===== config.mk =====
export PLATFORM = sky130hd
export DESIGN_NAME = adc_irq_monitor
export DESIGN_NICKNAME = d
export VERILOG_FILES = /design/src/rtl/adc_irq_monitor.sv
export SDC_FILE = /design/constraint.sdc
export NUM_CORES = 1
export LEC_CHECK = 0
export ABC_CLOCK_PERIOD_IN_PS = 2080
export BUFFER_PORTS_ARGS = -buffer_cell sky130_fd_sc_hd__buf_2
export CORE_ASPECT_RATIO = 1.25
export CORE_MARGIN = 2
export CORE_UTILIZATION = 30
export CTS_CLUSTER_DIAMETER = 120
export DETAILED_ROUTE_END_ITERATION = 8
export PLACE_DENSITY = 0.67
export SETUP_SLACK_MARGIN = 0.5
export SYNTH_ARGS = -nofsm -noshare
export SYNTH_HDL_FRONTEND = slang
export SYNTH_SLANG_ARGS = --single-unit
export TNS_END_PERCENT = 10

===== constraint.sdc =====
create_clock -name clk -period 2.08 [get_ports clk]
set_clock_uncertainty 0.2 [all_clocks]
set_input_delay 0.416 -clock clk [delete_from_list [all_inputs] [get_ports clk]]
set_output_delay 0.416 -clock clk [all_outputs]
set_load 0.03 [all_outputs]

===== src/rtl/adc_irq_monitor.sv =====
module adc_irq_monitor #(
  parameter int DW = 10,
  parameter int NEV = 8
) (
  input  logic           clk,
  input  logic           rst_n,
  input  logic [NEV-2:0] evt_in,
  input  logic           smp_valid,
  input  logic [DW-1:0]  smp_data,
  input  logic           lim_wr,
  input  logic [DW-1:0]  lim_hi_in,
  input  logic [DW-1:0]  lim_lo_in,
  input  logic [NEV-1:0] mask_in,
  input  logic           en_set_wr,
  input  logic           en_clr_wr,
  input  logic           sts_clr_wr,
  input  logic           eoi_wr,
  output logic [DW-1:0]  lim_hi,
  output logic [DW-1:0]  lim_lo,
  output logic [NEV-1:0] en_mask,
  output logic [NEV-1:0] raw_sts,
  output logic [NEV-1:0] pend_sts,
  output logic           irq_out
);

  localparam logic [DW-1:0] LIM_TOP = {DW{1'b1}};

  logic           oor_evt;
  logic [NEV-1:0] set_vec;
  logic [NEV-1:0] clr_vec;
  logic           eoi_gap;

  assign oor_evt  = smp_valid && ((smp_data > lim_hi) || (smp_data < lim_lo));
  assign set_vec  = {oor_evt, evt_in};
  assign clr_vec  = sts_clr_wr ? mask_in : '0;
  assign pend_sts = raw_sts & en_mask;
  assign irq_out  = (|pend_sts) && !eoi_gap;

  always_ff @(posedge clk or negedge rst_n) begin
    if (!rst_n) begin
      raw_sts <= '0;
    end else begin
      raw_sts <= (raw_sts & ~clr_vec) | set_vec;
    end
  end

  always_ff @(posedge clk or negedge rst_n) begin
    if (!rst_n) begin
      en_mask <= '0;
    end else begin
      en_mask <= (en_mask | (en_set_wr ? mask_in : '0)) & ~(en_clr_wr ? mask_in : '0);
    end
  end

  always_ff @(posedge clk or negedge rst_n) begin
    if (!rst_n) begin
      lim_hi <= LIM_TOP;
      lim_lo <= '0;
    end else if (lim_wr && (lim_lo_in <= lim_hi_in)) begin
      lim_hi <= lim_hi_in;
      lim_lo <= lim_lo_in;
    end
  end

  always_ff @(posedge clk or negedge rst_n) begin
    if (!rst_n) eoi_gap <= 1'b0;
    else        eoi_gap <= eoi_wr;
  end

  // a raw bit may only fall where a clear was requested
  a_r3_fall_needs_clear: assert property (@(posedge clk) disable iff (!rst_n)
    (($past(raw_sts) & ~raw_sts) & ~($past(sts_clr_wr) ? $past(mask_in) : '0)) == '0);

  // every event strobe is visible on the next edge, clear or not
  a_r4_event_sticks: assert property (@(posedge clk) disable iff (!rst_n)
    ($past(evt_in) & ~raw_sts[NEV-2:0]) == '0);

  // an enable bit may only rise where a set was requested
  a_r5_rise_needs_set: assert property (@(posedge clk) disable iff (!rst_n)
    ((en_mask & ~$past(en_mask)) & ~($past(en_set_wr) ? $past(mask_in) : '0)) == '0);

  // the line is low in the cycle after an end-of-interrupt
  a_r8_eoi_gap: assert property (@(posedge clk) disable iff (!rst_n)
    $past(eoi_wr) |-> !irq_out);

  // a sample above the upper limit raises the range bit
  a_r9_above_hits: assert property (@(posedge clk) disable iff (!rst_n)
    (smp_valid && (smp_data > lim_hi)) |=> raw_sts[NEV-1]);

  // the limits never cross
  a_r10_ordered: assert property (@(posedge clk) disable iff (!rst_n)
    lim_lo <= lim_hi);

endmodule


Yosys cells after proc, flatten, opt, wreduce, memory -nomap -nowiden
Index checks and enable logic that the tools add are counted.
{"block": "totals", "wordCells": 24, "input_bits": 53, "register_bits": 37, "out_inout_bits": 45}
{"block": "classes", "order_cmp": 3, "mux": 3, "bitwise": 7, "reduce_logical": 6}
{"operator": "bitwise AND 8 bit", "n": 3}
{"operator": "2-to-1 mux 8 bit", "n": 3}
{"operator": "inverter 8 bit", "n": 2}
{"operator": "OR 8 bit", "n": 2}
{"operator": "greater-than comparator 10 bit", "n": 1}
{"operator": "<= comparator 10 bit", "n": 1}
{"operator": "less-than comparator 10 bit", "n": 1}
{"operator": "OR reduction 8 bit", "n": 1}
{"operator": "logical AND 1 bit", "n": 3}
{"operator": "zero test 1 bit", "n": 1}
{"operator": "logical OR 1 bit", "n": 1}

Longest topological paths before layout
{"block": "logic_depth", "depth_word": 4, "ltp_mapped": 8, "mapped_depth_nobuf": 7}

Worst setup path before layout
No wires, ideal clock.
{"block": "synth_timing", "kind": "reg2reg", "from": "reg lim_hi[9]", "to": "reg raw_sts[7]", "setup_slack_ns": -0.099, "path_buffers": 0, "required_ns": 1.741, "period_less_slack_ns": 2.179, "setup_time_ns": 0.139, "arrival_ns": 1.841, "stages_incl_launch_ff": 8, "path_cell_list": "dfstp_2 > inv_1 > ha_1 > a21oi_1 > o21ai_0 > nor3_1 > a21oi_1 > or4_1"}
{"block": "synth_via", "elab_chain_len": 4}
{"item": "start, declared", "line_no": "18", "rtl": "output logic [DW-1:0] lim_hi,"}
{"item": "start signal, assigned", "line_no": "60", "rtl": "lim_hi <= lim_hi_in;"}
{"item": "greater-than comparator 10 bit", "line_no": "33", "rtl": "assign oor_evt = smp_valid && ((smp_data > lim_hi) || (smp_data < lim_lo));"}
{"item": "logical OR 1 bit", "line_no": "33"}
{"item": "logical AND 1 bit", "line_no": "33"}
{"item": "OR 8 bit", "line_no": "43", "rtl": "raw_sts <= (raw_sts & ~clr_vec) | set_vec;"}
{"item": "end signal, assigned", "line_no": "43"}
{"item": "end, declared", "line_no": "21", "rtl": "output logic [NEV-1:0] raw_sts,"}
Every way passes these cells.
A chain may end at the register's enable or synchronous reset.

Final worst setup path
{"block": "layout_timing", "from": "reg lim_hi[2]", "to": "reg raw_sts[7]"}
Same word-level chain as after synthesis.

==> reports/qor.yml <==
rows: 35
start_kind: "flop"
pin_count: 98
power_leakage_nw: 1.91
timing.fmax_mhz: 479
routed_wl_mm: 6.20
setup_viol: 1
syn-instance-count: 212
rsz0062_at_grt: "true"
dr.pass1.iters: 3
cts_sinks: 37
violations: "negative setup slack"
cts_buffers: 5
yosys_warnings: 0
slew_viol_final: 0
drtIter0Drc: 12
core_um2: 7270
post_drt_wl_per_cell_um: 13.7
grt_use_total: 0.156
seq_area_frac_synth: 0.422
grt_pass1_vias: 2210
required_ns: 2.03
cp_cell_sequence: "inv_2 -> ha_1 -> nand4_1 -> o311ai_2 -> a21oi_1 -> or4_1"
start_util: 0.306
grt_pass1_wl_mm: 9.74
gp_congestion: 0.783
n_antenna_cell: 0
syn_area_um2: 2220
fillerInstances: 631
cts_buffer_depth: 2
antenna_found_initial: 0
fin_crit_sh: 1.00
clk_pin_slew_ns: 0.07
final.setup.tns_ns: -0.00969
tightest_slew_ns: 0.534
cp_max_fo: 2
path_class: "reg -> reg"
arrival_ns: 2.03
via_per_inst: 4.55
setup_slack_ns: -0.00969
root_buffer: "clkbuf_8"
synthDistinctLibCells: 32
ff_latch_area_um2: 938
post-route-drc-count: 0
hold_class: "in -> reg"
multi_input_area_um2: 1430
cp_top_family: "simple AND/OR/NAND/NOR gates"
postRouteAntennaNets: 0
hold_viol: 0
powerDensity_nw_per_um2: 783
overflow: 0
design_area_um2: 3810
status: "finished with violations"
worstSetupEndpointType: "flop"
numPortBuffers: 97
finalNetCount: 443
relSlewSlack: 0.644
ys_ff_latch: 37
grt_max_degree: 25
critPathMaxStageDelay_ns: 0.55
drive_above_1_share: 0.602
cts-htree-levels: 2
syn_to_final_growth_pct: 71.7
placed_area_um2: 3150
synthesis.nets: 294
period_needed_ns: 2.09
die_y_um: 100
slowest_stage: "dfstp_2"
cts_tree: "done"
avgSynthCellArea_um2: 10.5
vias: 2064
hpwl_mm: 4.70
drv_cap: 0
worst-path-buf-inv: 1
clk-insertion-delay-late_ns: 0.28
fp.dieW_um: 81.0
power_mw: 2.99
max-vdd-ir-drop_uv: 494
fp.dieArea_um2: 8120
[path summary, 6_finish.rpt]
path | start | endpoint | slack [ns] | cells past startpoint
worst max-delay path | lim_hi[2]$_DFFE_PN1P_ | raw_sts[7]$_DFF_PN0_ | -0.01 | 6
worst min-delay path | eoi_wr | eoi_gap$_DFF_PN0_ | 0.05 | 1
worst max register to register | lim_hi[2]$_DFFE_PN1P_ | raw_sts[7]$_DFF_PN0_ | -0.01 | 6
worst min register to register | raw_sts[1]$_DFF_PN0_ | raw_sts[1]$_DFF_PN0_ | 0.31 | 1
max in group asynchronous | rst_n | raw_sts[3]$_DFF_PN0_ | 0.71 | 3
min in group asynchronous | rst_n | raw_sts[7]$_DFF_PN0_ | 0.45 | 2
[flip-flops by register name, summed over array words and instances (netlist names)]
name / count
lim_hi: 10
eoi_gap: 1
lim_lo: 10
raw_sts: 8
en_mask: 8
[per-stage QoR]
stage               cells  hold slack (ns)   util  setup WS [ns]
finish                454           0.0499  0.525       -0.00969
global route          454           0.0310  0.525         -0.113
CTS                   453           0.0331  0.516       -0.00804
detailed placement    434            0.237  0.433         -0.782
global placement      434            0.231  0.433         -0.686
floorplan             212          -0.0796      -        -0.0717
[layer usage]
layer	global-route usage	share of wire
met1	0.156	0.36
met2	0.317	0.58
met3	0.0279	0.053
met4	0.0430	0.0076
met5	0	0
[final cells by class]
type	count	share of cell area
Multi-Input combinational cell	137	0.375
Inverter	33	0.0344
Tap cell	92	0.0302
Timing Repair Buffer	147	0.291
Sequential cell	37	0.246
Clock buffer	8	0.0236
[worst reg2reg max path, delay by kind of cell, from the launching register on]
family / cells / cell delay, ns
AND/OR/NAND/NOR: 2 / 0.58
flip-flops: 1 / 0.55
AO/OA/AOI/OAI: 2 / 0.30
adder cells (fa/ha/maj): 1 / 0.28
buffers and inverters: 1 / 0.04
[kinds of logic after synthesis]
family | after synthesis | synth area share
AO/OA/AOI/OAI | 49 | 0.137
AND/OR/NAND/NOR | 39 | 0.0912
buffers and inverters | 38 | 0.0709
flip-flops | 37 | 0.422
adder cells (fa/ha/maj) | 29 | 0.163
multiplexers | 20 | 0.115
[report_power, final]
part	total (mW)	switching [mW]	internal (mW)
Clock	0.501	0.231	0.270
Sequential	0.970	0.0984	0.872
Combinational	1.52	0.763	0.752
[cells in the mapped netlist]
master      n  share of area
inv_1      33          0.056
ha_1       29           0.16
dfrtp_1    27           0.30
a21oi_1    24          0.054
nand2_1    13          0.022
mux2_4     11          0.074
dfstp_2    10           0.12
a21o_1      9          0.030
mux2i_1     9          0.041
and2_1      8          0.023
o21ai_0     6          0.014
nand4_1     4          0.011
nor2_1      4         0.0068
nor2b_1     3         0.0084
buf_6       2          0.010
clkbuf_1    2         0.0034
nor3_1      2         0.0045
o2111ai_1   2         0.0079
a2111oi_0   1         0.0039
a2111oi_2   1         0.0068
a211oi_1    1         0.0034
a21boi_0    1         0.0034
a31oi_1     1         0.0028
a41oi_1     1         0.0039
buf_1       1         0.0017
nand2b_1    1         0.0028
nand3_1     1         0.0023
nor3_2      1         0.0045
nor4_1      1         0.0028
o211ai_1    1         0.0034
o311ai_0    1         0.0039
or4_1       1         0.0034
[cell usage in the layout (no fill, tap or decap), types with 6 or more instances in the layout]
| master | n |
|---|---|
| dfrtp_1 | 27 |
| inv_2 | 9 |
| a21oi_1 | 20 |
| buf_2 | 66 |
| mux2_4 | 11 |
| inv_1 | 22 |
| buf_6 | 43 |
| clkbuf_8 | 6 |
| and2_4 | 8 |
| ha_1 | 17 |
| nand2_1 | 12 |
| buf_4 | 36 |
| mux2i_1 | 9 |
| ha_4 | 12 |
| a21o_1 | 9 |
| dfstp_2 | 10 |
[what timing repair did]
action / in CTS / in global routing
buffers inserted: 9 / 1
hold endpoints to repair: 12 / 0
cloned: 1 / 0
endpoints found under the setup margin: 43 / 45
hold buffers: 1 / 0
pin swaps: 25 / 6
resized for setup: 103 / 19
Note: power is estimated with default switching activity, not from simulation.
